`config.mk`:
```
export PLATFORM = sky130hd
export DESIGN_NAME = sar_conv_ctrl
export DESIGN_NICKNAME = d
export VERILOG_FILES = /design/src/rtl/sar_pkg.sv /design/src/rtl/sar_seq.sv /design/src/rtl/sar_trial_reg.sv /design/src/rtl/sar_result_reg.sv /design/src/rtl/sar_conv_ctrl.sv
export SDC_FILE = /design/constraint.sdc
export NUM_CORES = 1
export LEC_CHECK = 0
export BUFFER_PORTS_ARGS = -buffer_cell sky130_fd_sc_hd__buf_2
export CAP_MARGIN = 25
export CORE_MARGIN = 2
export CORE_UTILIZATION = 47
export DETAILED_ROUTE_END_ITERATION = 10
export HOLD_SLACK_MARGIN = 0.15
export PLACE_DENSITY = 0.8
export REMOVE_ABC_BUFFERS = 1
export SYNTH_ARGS = -nofsm -noshare
export SYNTH_HDL_FRONTEND = slang
export SYNTH_HIERARCHICAL = 1
export SYNTH_SLANG_ARGS = --single-unit
```
`constraint.sdc`:
```
create_clock -name clk -period 1.57 [get_ports clk]
set_input_delay 0.0785 -clock clk [delete_from_list [all_inputs] [get_ports clk]]
set_output_delay 0.0785 -clock clk [all_outputs]
set_load 0.01 [all_outputs]
```
`src/rtl/sar_pkg.sv`:
```
// Package: shared types for the successive-approximation controller.
// Assumes: nothing beyond IEEE 1800-2017.
package sar_pkg;

    // Sequencer phases: waiting, binary search, optional half-step decision.
    typedef enum logic [1:0] {
        ST_IDLE   = 2'd0,
        ST_SEARCH = 2'd1,
        ST_HALF   = 2'd2
    } sar_state_e;

endpackage

```
`src/rtl/sar_seq.sv`:
```
// Module: sar_seq
// Sequences one conversion. Accepts a start only when idle, walks the bit
// index from the MSB down to zero (one decision per clock), then either
// ends or enters the half-step phase when EXTRA_LSB is set.
// Assumes: DATA_W >= 2, IDX_W wide enough to hold DATA_W-1.
module sar_seq
    import sar_pkg::*;
#(
    parameter int DATA_W    = 8,
    parameter int EXTRA_LSB = 1,
    parameter int IDX_W     = 3
) (
    input  logic             clk,
    input  logic             rst_n,
    input  logic             start_i,
    output sar_state_e       state_o,
    output logic [IDX_W-1:0] idx_o,
    output logic             load_o,
    output logic             step_o,
    output logic             finish_o
);

    localparam logic [IDX_W-1:0] TOP_IDX = IDX_W'(DATA_W - 1);
    localparam sar_state_e AFTER_LAST = (EXTRA_LSB != 0) ? ST_HALF : ST_IDLE;

    sar_state_e       state;
    logic [IDX_W-1:0] idx;

    // Phase and bit-index register.
    always_ff @(posedge clk) begin
        if (!rst_n) begin
            state <= ST_IDLE;
            idx   <= '0;
        end else begin
            case (state)
                ST_IDLE: begin
                    if (start_i) begin
                        state <= ST_SEARCH;
                        idx   <= TOP_IDX;
                    end
                end
                ST_SEARCH: begin
                    if (idx == '0) begin
                        state <= AFTER_LAST;
                    end else begin
                        idx <= idx - 1'b1;
                    end
                end
                ST_HALF: begin
                    state <= ST_IDLE;
                end
                default: begin
                    state <= ST_IDLE;
                end
            endcase
        end
    end

    // Control strobes for the trial and result registers.
    always_comb begin
        load_o = (state == ST_IDLE) && start_i;
        step_o = (state == ST_SEARCH);
    end

    // Finish point depends on whether the extra bit is taken.
    generate
        if (EXTRA_LSB != 0) begin : g_fin_half
            assign finish_o = (state == ST_HALF);
        end else begin : g_fin_search
            assign finish_o = (state == ST_SEARCH) && (idx == '0);
        end
    endgenerate

    assign state_o = state;
    assign idx_o   = idx;


    start_ignored_chk: assert property (@(posedge clk) disable iff (!rst_n)
        (state == ST_SEARCH && idx != '0) |=>
        (state == ST_SEARCH && idx == IDX_W'($past(idx) - 1'b1)));


    load_top_chk: assert property (@(posedge clk) disable iff (!rst_n)
        load_o |=> (state == ST_SEARCH && idx == TOP_IDX));

endmodule

```
`src/rtl/sar_trial_reg.sv`:
```
// Module: sar_trial_reg
// Holds the trial code. On load it presets only the MSB; on each search
// step it applies the comparator decision to the bit under test and then
// sets the next lower bit. The decided code (the decision applied, no new
// trial bit) is also exposed for result capture.
// Assumes: load_i and finish_i are never high together.
module sar_trial_reg #(
    parameter int DATA_W = 8,
    parameter int IDX_W  = 3
) (
    input  logic              clk,
    input  logic              rst_n,
    input  logic              load_i,
    input  logic              step_i,
    input  logic              finish_i,
    input  logic [IDX_W-1:0]  idx_i,
    input  logic              cmp_i,
    output logic [DATA_W-1:0] trial_o,
    output logic [DATA_W-1:0] decided_o
);

    localparam logic [DATA_W-1:0] MSB_ONLY = {1'b1, {(DATA_W-1){1'b0}}};

    logic [DATA_W-1:0] trial;
    logic [DATA_W-1:0] nxt;

    // Apply the comparator verdict to the bit under test.
    always_comb begin
        decided_o = trial;
        if (step_i && !cmp_i) begin
            decided_o[idx_i] = 1'b0;
        end
    end

    // Propose the next lower bit as the new trial.
    always_comb begin
        nxt = decided_o;
        if (step_i && (idx_i != '0)) begin
            nxt[IDX_W'(idx_i - 1'b1)] = 1'b1;
        end
    end

    // Trial register: preset, advance, or clear at the end.
    always_ff @(posedge clk) begin
        if (!rst_n) begin
            trial <= '0;
        end else if (load_i) begin
            trial <= MSB_ONLY;
        end else if (finish_i) begin
            trial <= '0;
        end else begin
            trial <= nxt;
        end
    end

    assign trial_o = trial;


    keep_bit_chk: assert property (@(posedge clk) disable iff (!rst_n)
        (step_i && cmp_i && !finish_i) |=> trial[$past(idx_i)]);


    clear_bit_chk: assert property (@(posedge clk) disable iff (!rst_n)
        (step_i && !cmp_i && !finish_i) |=> !trial[$past(idx_i)]);


    preset_chk: assert property (@(posedge clk) disable iff (!rst_n)
        load_i |=> (trial == MSB_ONLY));

endmodule

```
`src/rtl/sar_result_reg.sv`:
```
// Module: sar_result_reg
// Captures the finished code and raises a one-cycle done strobe.
// Holds the result until the next completion.
// Assumes: finish_i is a single-cycle pulse per conversion.
module sar_result_reg #(
    parameter int RES_W = 9
) (
    input  logic             clk,
    input  logic             rst_n,
    input  logic             finish_i,
    input  logic [RES_W-1:0] res_i,
    output logic [RES_W-1:0] result_o,
    output logic             done_o
);

    // Result capture and done strobe.
    always_ff @(posedge clk) begin
        if (!rst_n) begin
            result_o <= '0;
            done_o   <= 1'b0;
        end else begin
            done_o <= finish_i;
            if (finish_i) begin
                result_o <= res_i;
            end
        end
    end


    done_pulse_chk: assert property (@(posedge clk) disable iff (!rst_n)
        done_o |=> !done_o);


    result_hold_chk: assert property (@(posedge clk) disable iff (!rst_n)
        !finish_i |=> $stable(result_o));

endmodule

```
`src/rtl/sar_conv_ctrl.sv`:
```
// Module: sar_conv_ctrl (top)
// Successive-approximation conversion controller: sequencer, trial
// register and result register. With EXTRA_LSB set, one half-step cycle
// follows the search and its comparator verdict becomes the result LSB.
// Assumes: an external DAC follows dac_code_o (plus half an LSB when
// dac_half_o is high) and cmp_i reflects that level in the same cycle.
module sar_conv_ctrl
    import sar_pkg::*;
#(
    parameter int DATA_W    = 8,
    parameter int EXTRA_LSB = 1
) (
    input  logic                        clk,
    input  logic                        rst_n,
    input  logic                        start_i,
    input  logic                        cmp_i,
    output logic [DATA_W-1:0]           dac_code_o,
    output logic                        dac_half_o,
    output logic                        busy_o,
    output logic                        done_o,
    output logic [DATA_W+EXTRA_LSB-1:0] result_o
);

    localparam int IDX_W = (DATA_W > 1) ? $clog2(DATA_W) : 1;
    localparam int RES_W = DATA_W + EXTRA_LSB;
    localparam int LEN   = DATA_W + EXTRA_LSB;
    localparam int CNT_W = $clog2(LEN + 2);

    sar_state_e        state;
    logic [IDX_W-1:0]  idx;
    logic              load;
    logic              step;
    logic              finish;
    logic [DATA_W-1:0] trial;
    logic [DATA_W-1:0] decided;
    logic [RES_W-1:0]  res_in;

    sar_seq #(
        .DATA_W    (DATA_W),
        .EXTRA_LSB (EXTRA_LSB),
        .IDX_W     (IDX_W)
    ) u_seq (
        .clk      (clk),
        .rst_n    (rst_n),
        .start_i  (start_i),
        .state_o  (state),
        .idx_o    (idx),
        .load_o   (load),
        .step_o   (step),
        .finish_o (finish)
    );

    sar_trial_reg #(
        .DATA_W (DATA_W),
        .IDX_W  (IDX_W)
    ) u_trial (
        .clk       (clk),
        .rst_n     (rst_n),
        .load_i    (load),
        .step_i    (step),
        .finish_i  (finish),
        .idx_i     (idx),
        .cmp_i     (cmp_i),
        .trial_o   (trial),
        .decided_o (decided)
    );

    // Result word: decided code, with the half-step verdict appended if enabled.
    generate
        if (EXTRA_LSB != 0) begin : g_res_ext
            assign res_in = {decided, cmp_i};
        end else begin : g_res_plain
            assign res_in = decided;
        end
    endgenerate

    sar_result_reg #(
        .RES_W (RES_W)
    ) u_res (
        .clk      (clk),
        .rst_n    (rst_n),
        .finish_i (finish),
        .res_i    (res_in),
        .result_o (result_o),
        .done_o   (done_o)
    );

    assign dac_code_o = trial;
    assign dac_half_o = (state == ST_HALF);
    assign busy_o     = (state != ST_IDLE);

    // Cycles spent busy since the accepted start (checking aid only).
    logic [CNT_W-1:0] run_cnt;
    always_ff @(posedge clk) begin
        if (!rst_n) begin
            run_cnt <= '0;
        end else if (load) begin
            run_cnt <= '0;
        end else if (busy_o) begin
            run_cnt <= run_cnt + CNT_W'(1);
        end
    end


    conv_len_chk: assert property (@(posedge clk) disable iff (!rst_n)
        done_o |-> (run_cnt == CNT_W'(LEN)));


    idle_quiet_chk: assert property (@(posedge clk) disable iff (!rst_n)
        !busy_o |-> (dac_code_o == '0 && !dac_half_o));


    half_hold_chk: assert property (@(posedge clk) disable iff (!rst_n)
        dac_half_o |-> (dac_code_o == $past(decided)));

endmodule

```
## Word level (Yosys, flattened, before mapping)

Cells that the tools add are included.

- Bitwise gates (word level): 4
- Mux-type cells: 14
- Reduce and logical (&&, ||, !) cells: 14
- Add/subtract/negate cells: 1
- Order comparisons: 4
- Equal/unequal tests: 5

Operators with widths:

| kind | count |
|---|---|
| $mux 8 | 4 |
| $and 8x8->8 | 1 |
| $lt 3x4->1 const B | 2 |
| $not 8->8 | 1 |
| $or 8x8->8 | 1 |
| $demux 1 s3 | 2 |
| $ge 3x1->1 const B | 2 |
| $mux 3 | 2 |
| $ne 2x2->1 const B | 3 |
| $pmux 3 s2 | 1 |
| $logic_and 1x1->1 | 5 |
| $mux 2 | 2 |
| $pmux 2 s2 | 1 |
| $reduce_bool 2->1 | 2 |
| $logic_not 3->1 | 1 |
| $reduce_and 3->1 | 1 |
| $reduce_bool 3->1 | 1 |
| $reduce_or 3->1 | 1 |
| $sub 3x1->3 const B | 1 |
| $eq 2x1->1 const B | 1 |
| $eq 2x2->1 const B | 1 |
| $logic_not 2->1 | 1 |
| $mux 1 | 2 |
| $reduce_and 2->1 | 1 |
| other kinds (2) | 2 |

- Input bits: 4
- Register bits after elaboration: 23
- Logic and storage cells: 48
- Output and inout bits: 20

## Longest topological paths before layout

Gate-level depths: netlist of the first run.

- Depth after elaboration: 11
- Gate-level depth with buffers: 6

## By module

The synthesis of the first run kept the hierarchy.

By module, submodules not included:

| module | cells each | area an instance (µm²) | instances |
|---|---|---|---|
| sar_trial_reg | 58 | 505.5 | 1 |
| sar_result_reg | 30 | 365.4 | 1 |
| sar_seq | 25 | 247.7 | 1 |
| sar_conv_ctrl | 2 | 12.5 | 1 |

## Worst setup path after synthesis of the first run

OpenSTA, ideal clock, no wires.

- Kind: flip-flop to flip-flop
- Start: register u_seq.idx[0], in the netlist u_seq/idx_o[0]
- End: register u_trial.trial[6], in the netlist u_trial/trial_o[6]
- Stages on the path, launching flop included: 7
- Data arrival time: 1.603 ns
- Library setup time: 0.070 ns
- Setup slack: -0.103 ns
- Period minus slack after synthesis: 1.673 ns
- Cells stage by stage: dfxtp_1 clkbuf_1 inv_1 ha_1 nor4b_1 o211ai_1 a21oi_1

- Longest elaborated chain between the ends: 9
- Elaborated cells between the ends (all ways): 18
- Those cells by class: 1 x add/sub; 4 x order compare; 6 x mux; 3 x bitwise; 4 x reduce/logical

Ends and longest elaborated chain:

| element | RTL line | source |
|---|---|---|
| start: declaration | sar_seq.sv:27 | `logic [IDX_W-1:0] idx;` |
| start signal: assignment | sar_seq.sv:46 | `idx <= idx - 1'b1;` |
| parallel branches: the longest is 8 deep, another holds $lt 3x4->1 | - |  |
| $mux 8 * | sar_trial_reg.sv:38 | `if (step_i && (idx_i != '0)) begin` |
| end signal: assignment | sar_trial_reg.sv:52 | `trial <= nxt;` |
| end: declaration | sar_trial_reg.sv:24 | `logic [DATA_W-1:0] trial;` |

Every way passes the cells marked *.
A chain may end at the register's enable or synchronous reset.

## Worst setup path after layout of the first run

- Start: register u_seq.idx[1], in the netlist u_seq/idx_o[1]
- End: register u_trial.trial[6], in the netlist u_trial/trial_o[6]

Same word-level chain as after synthesis.

==> results_dict.tcl, run 1 <==
set metrics [dict create \
    drt-initial-drc-count 17 \
    grt_max_degree 14 \
    dp_hpwl_mm 1.79 \
    path_clk_slew_ps 120 \
    fin_tns_setup_ps 0 \
    start_util_pct 50.6 \
    cts_root_buf "clkbuf_4" \
    stdcell_count 180 \
    clock_sinks 23 \
    coreArea_um2 2230 \
    worstSetupPathType "flop to flop" \
    rr_endpoint "u_trial/trial_o[6]" \
    r2r-start "u_seq/idx_o[1]" \
    drc 0 \
    worst_pin_slew_ps 370 \
    required_ps 1820 \
    post-route-min-period_ps 1540 \
    leakagePower_nw 0.644 \
    worst_slack_ps 33.9 \
    final_cell_mix "buf_2 (23), dfxtp_1 (23), nor2b_1 (12), buf_4 (11), inv_1 (10)" \
    syn_area_per_cell_um2 9.84 \
    fin_area_um2 1410 \
    port_buffers 23 \
    antennaDiodeCount 0 \
    drv_slew 0 \
    viasPerCell 5.39 \
    cts_buffers 3 \
    synth_edf_count 0 \
    run_status "completed" \
    yosysTopAreaCellShare_pct 40.7 \
    grt_usage_pct 19.0 \
    grt_pass1_wl_mm 3.85 \
    ys_seq_area_share_pct 40.7 \
    grt_overflow 0 \
    min_path_type "input port to flop" \
    setup_viol 0 \
    ff2ff_setup_slack_ps 30 \
    clkLatencyLatePin_ps 310 \
    skew_ps 6.70 \
    ys_ff_latch 23 \
    post-route-period-util_pct 97.8 \
    detail_route.wl_per_cell_um 13.6 \
    p_per_area_nw_per_um2 892 \
    drv_cap 0 \
    yosysTopAreaCell "dfxtp_1" \
    final_antenna_net_count 0 \
    antenna_found_initial 0 \
    dp_slack_ps 63.9 \
    max_freq_mhz 651 \
    drive_above_1_share_pct 32.2 \
    syn_area_um2 1130 \
    htreeDepth 1 \
    r2r_cells 5 \
    irDropWorstVdd_mv 0.651 \
    wirelength_mm 2.44 \
    gp_congestion 0.843 \
    synthFlopType "dfxtp_1" \
    syn_inst 115 \
    synthArstFlopShare_pct 0 \
    vias 970 \
    clockBufferDepth 2 \
    fin_util_pct 63.0 \
    worstHoldEndpoint "u_trial/trial_o[7]" \
    grt_pass1_vias 853 \
    worstSetupEndpointType "flop" \
    seqCellArea_um2 460 \
    rows 17 \
    area_growth_pct 24.3 \
    cts_tree "yes" \
    die-area_um2 2810 \
    ys_types 35 \
    die-height_um 53.1 \
    multi_input_area_um2 628 \
    post_dp_cell_area_um2 1330 \
    min_from "start_i" \
    layout.nets 161 \
    hold_depth 5 \
    first_pass_iters 4 \
    num-fill-cells 195 \
    yosysWarningCount 6 \
    start_kind "flop" \
    placed_cells 173 \
    finalHoldViolCount 0 \
    maxSlewHeadroom_pct 75.3 \
    rsz0062_at_grt "true" \
    crit_path_max_fanout 5 \
    worstPathArrival_ps 1780 \
    dieWidth_um 53.1 \
    io_pins 24 \
    synthTopCellsByArea "dfxtp_1 (41%), mux2i_1 (8.0%), nor2b_1 (7.2%), ha_1 (4.4%), inv_1 (3.3%)" \
]
## how the worst max path moves through the flow
stage	end	slack [ps]	cells after the start	from
floorplan	u_trial/trial_o[0]	-420	4	u_seq/state_o[1]
global route	u_trial/trial_o[1]	-20	6	u_seq/state_o[0]
finish	u_trial/trial_o[6]	30	5	u_seq/idx_o[1]
detailed placement	u_trial/trial_o[3]	60	6	u_seq/state_o[0]
global placement	u_trial/trial_o[1]	110	6	u_seq/state_o[0]
CTS	u_trial/trial_o[3]	30	6	u_seq/state_o[0]
## state kept, by name, summed over array words and instances (netlist names)
| signal | count |
|---|---|
| u_trial/trial_o | 8 |
| u_seq/idx_o | 3 |
| u_res/done_o | 1 |
| u_res/result_o | 9 |
| u_seq/state_o | 2 |
## critical path, cell delays in order, from the launching register on
cell and delay, ps:
dfxtp_1 420, inv_1 90, ha_1 330, nor3b_1 320, o211ai_1 160, a21oi_1 150
## Yosys cell counts, drive strengths merged (2+ instances only)
| library cell | instances |
|---|---|
| o32ai | 2 |
| o21a | 3 |
| and2 | 2 |
| nand2b | 4 |
| o2bb2ai | 2 |
| nand3b | 2 |
| dfxtp | 23 |
| nor3b | 4 |
| buf | 2 |
| mux2i | 9 |
| nand3 | 3 |
| inv | 10 |
| nand2 | 5 |
| o31a | 2 |
| a32o | 2 |
| o211a | 3 |
| and3 | 2 |
| nor2b | 13 |
| a21oi | 3 |
| o21ai | 5 |
| ha | 4 |
## final cells by class
cell class / instances / share of cell area, %
Timing Repair Buffer: 36 / 15.5
Inverter: 10 / 2.67
Sequential cell: 23 / 32.7
Clock buffer: 3 / 1.60
Tap cell: 28 / 2.49
Multi-Input combinational cell: 79 / 44.7
Clock inverter: 1 / 0.356
## power breakdown
part / leakage (nW) / total (mW) / internal (mW) / switching (mW)
clock network: 0.0177 / 0.265 / 0.0950 / 0.170
logic: 0.439 / 0.351 / 0.161 / 0.189
registers: 0.187 / 0.639 / 0.610 / 0.0293
## layer usage
metal	track usage [%]	vias up	share of wire (%)
met1	25.9	455	44
met2	29.0	34	49
met5	0	-	0
met4	7.26	0	0.66
li1	-	479	-
met3	4.24	2	6.3
## what timing repair did
action / in CTS / in global routing
gates resized for setup: 0 / 7
hold endpoints to repair: 10 / 0
setup buffers: 0 / 1
hold buffers: 2 / 0
setup endpoints to repair: 0 / 12
## cells by family (layout without fill, tap and decap cells)
group	after synthesis	count (layout)	synth area share (%)
AND/OR/NAND/NOR	41	41	24.2
AO/OA/AOI/OAI	25	25	17.0
flip-flops	23	23	40.7
buffers and inverters	13	50	5.64
multiplexers	9	9	7.96
adder cells (fa/ha/maj)	4	4	4.42
## metrics by stage
step           power [mW]  hold WS, ps
3_5_place_dp        0.975          395
5_1_grt              1.32          169
4_1_cts              1.25          167
2_1_floorplan       0.853          200
3_3_place_gp        0.961          382
6_report             1.26          151
(Power assumes the default switching activity.)
==> run 2, diff against run 1 <==
Settings changed: CORE_UTILIZATION 47 to 50, PLACE_DENSITY 0.8 to 0.81.
Clock period 1.57 ns to 1.9 ns, I/O delays scaled along.
==> results_dict.tcl, run 2 (synthesized netlist as in run 1, its figures left out) <==
set metrics [dict create \
    run_status "completed" \
    maxSlewHeadroom_pct 69.7 \
    cp_cell_sequence "inv_1, ha_1, nor4b_1, o211ai_1, a21oi_1" \
    area_growth_pct 16.9 \
    stdcell_count 172 \
    finalHoldViolCount 0 \
    placed_cells 167 \
    rows 17 \
    die-height_um 51.6 \
    htreeDepth 1 \
    max_stage_delay_ps 490 \
    clockBufferDepth 2 \
    dieWidth_um 51.6 \
    num-fill-cells 213 \
    final_antenna_net_count 0 \
    antennaDiodeCount 0 \
    grt_overflow 0 \
    drv_cap 0 \
    final_cell_mix "buf_2 (23), dfxtp_1 (23), nor2b_1 (13), inv_1 (10), mux2i_1 (9)" \
    first_pass_iters 4 \
    worst_pin_slew_ps 448 \
    path_buf_inv 1 \
    swShare_pct 31.3 \
    grt_pass1_wl_mm 3.97 \
    io_pins 24 \
    antenna_found_initial 0 \
    port_buffers 23 \
    start_util_pct 52.1 \
    postCtsSetupBuffers 0 \
    multi_input_area_um2 607 \
    cts_root_buf "clkbuf_4" \
    worstSetupPathType "flop to flop" \
    skew_ps 4.22 \
    start_kind "flop" \
    grt_max_degree 20 \
    drive_above_1_share_pct 25.7 \
    vias 953 \
    setup_viol 0 \
    combPwrFrac_pct 23.3 \
    top_register "u_res/result_o" \
    crit_path_max_fanout 8 \
    fin_util_pct 61.0 \
    slowest_stage "dfxtp_1" \
    grt_usage_pct 20.6 \
    required_ps 2170 \
    max_freq_mhz 567 \
    irDropWorstVdd_mv 0.533 \
    clkLatencyLatePin_ps 320 \
    clockPowerShare_pct 23.1 \
    seqCellArea_um2 460 \
    dp_hpwl_mm 1.74 \
    post-route-period-util_pct 92.9 \
    cts_tree "yes" \
    worstPathArrival_ps 2030 \
    layout.nets 153 \
    die-area_um2 2660 \
    whs_ps 177 \
    viasPerCell 5.54 \
    power_frac_seq_pct 53.6 \
    cts_buffers 3 \
    min_path_type "input port to flop" \
    p_total_mw 1.00 \
    largest_reg_flops 9 \
    leakagePower_nw 0.601 \
    drv_slew 0 \
    drt-initial-drc-count 27 \
    rsz0062_at_grt "false" \
    coreArea_um2 2170 \
    post-route-min-period_ps 1770 \
    p_per_area_nw_per_um2 758 \
    drc 0 \
    gp_congestion 0.871 \
    switchingPower_uw 314 \
    wirelength_mm 2.42 \
    grt_pass1_vias 880 \
    path_clk_slew_ps 130 \
    clock_sinks 23 \
    p_int_uw 689 \
    cp_top_family "flip-flops" \
    worstSetupEndpointType "flop" \
    detail_route.wl_per_cell_um 14.1 \
]
run 2: cell count changes in the layout (fill, tap and decap cells not counted), sizes merged:
cell / change
buf: -7
dlygate4sd3: -1
run 2: power groups by stage:
stage               combinational (mW)  clock [mW]  sequential [mW]
finish                           0.233       0.232            0.538
global route                     0.261       0.254            0.543
CTS                              0.231       0.241            0.537
detailed placement               0.229           0            0.548
global placement                 0.223           0            0.545
floorplan                        0.159           0            0.546
run 2: layer usage:
| metal | share of wire [%] | up-vias | track usage, % |
|---|---|---|---|
| met2 | 45 | 38 | 31.8 |
| li1 | - | 468 | - |
| met1 | 47 | 443 | 26.4 |
| met4 | 2.1 | 0 | 12.3 |
| met3 | 5.3 | 4 | 4.02 |
| met5 | 0 | - | 0 |
run 2: through the flow:
step / worst slack (ps) / setup TNS, ps / cell area, um2
after floorplan: -88.3 / -177 / 1100
after global placement: 253 / 0 / 1280
after detailed placement: 230 / 0 / 1280
after CTS: 192 / 0 / 1320
after global routing: 28.3 / 0 / 1320
final: 135 / 0 / 1320
run 2: cell type report:
cell class              instances  area share, %
clock inverters                 1          0.378
flip-flops and latches         23           34.8
multi-input cells              79           45.9
clock buffers                   3           1.70
well taps                      28           2.65
repair buffers                 28           11.7
inverters                      10           2.84
run 2: worst reg2reg max path: cells and delay by family (launching register included):
family	cells	cell delay, ps
AO/OA/AOI/OAI	2	270
adder cells (fa/ha/maj)	1	390
buffers and inverters	1	130
flip-flops	1	490
AND/OR/NAND/NOR	1	430
run 2: path summary, 6_finish.rpt:
check | startpoint | to | slack, ps | cells past startpoint
worst min-delay path | start_i | u_trial/trial_o[7] | 180 | 5
worst min register to register | u_trial/trial_o[7] | u_trial/trial_o[7] | 520 | 2
worst max-delay path | u_seq/idx_o[0] | u_trial/trial_o[6] | 130 | 5
worst max register to register | u_seq/idx_o[0] | u_trial/trial_o[6] | 130 | 5
run 2: what timing repair did:
| action | CTS | global route |
|---|---|---|
| endpoints found under the hold margin | 1 | 0 |
| hold buffers | 1 | 0 |
| gates resized for setup | 0 | 0 |
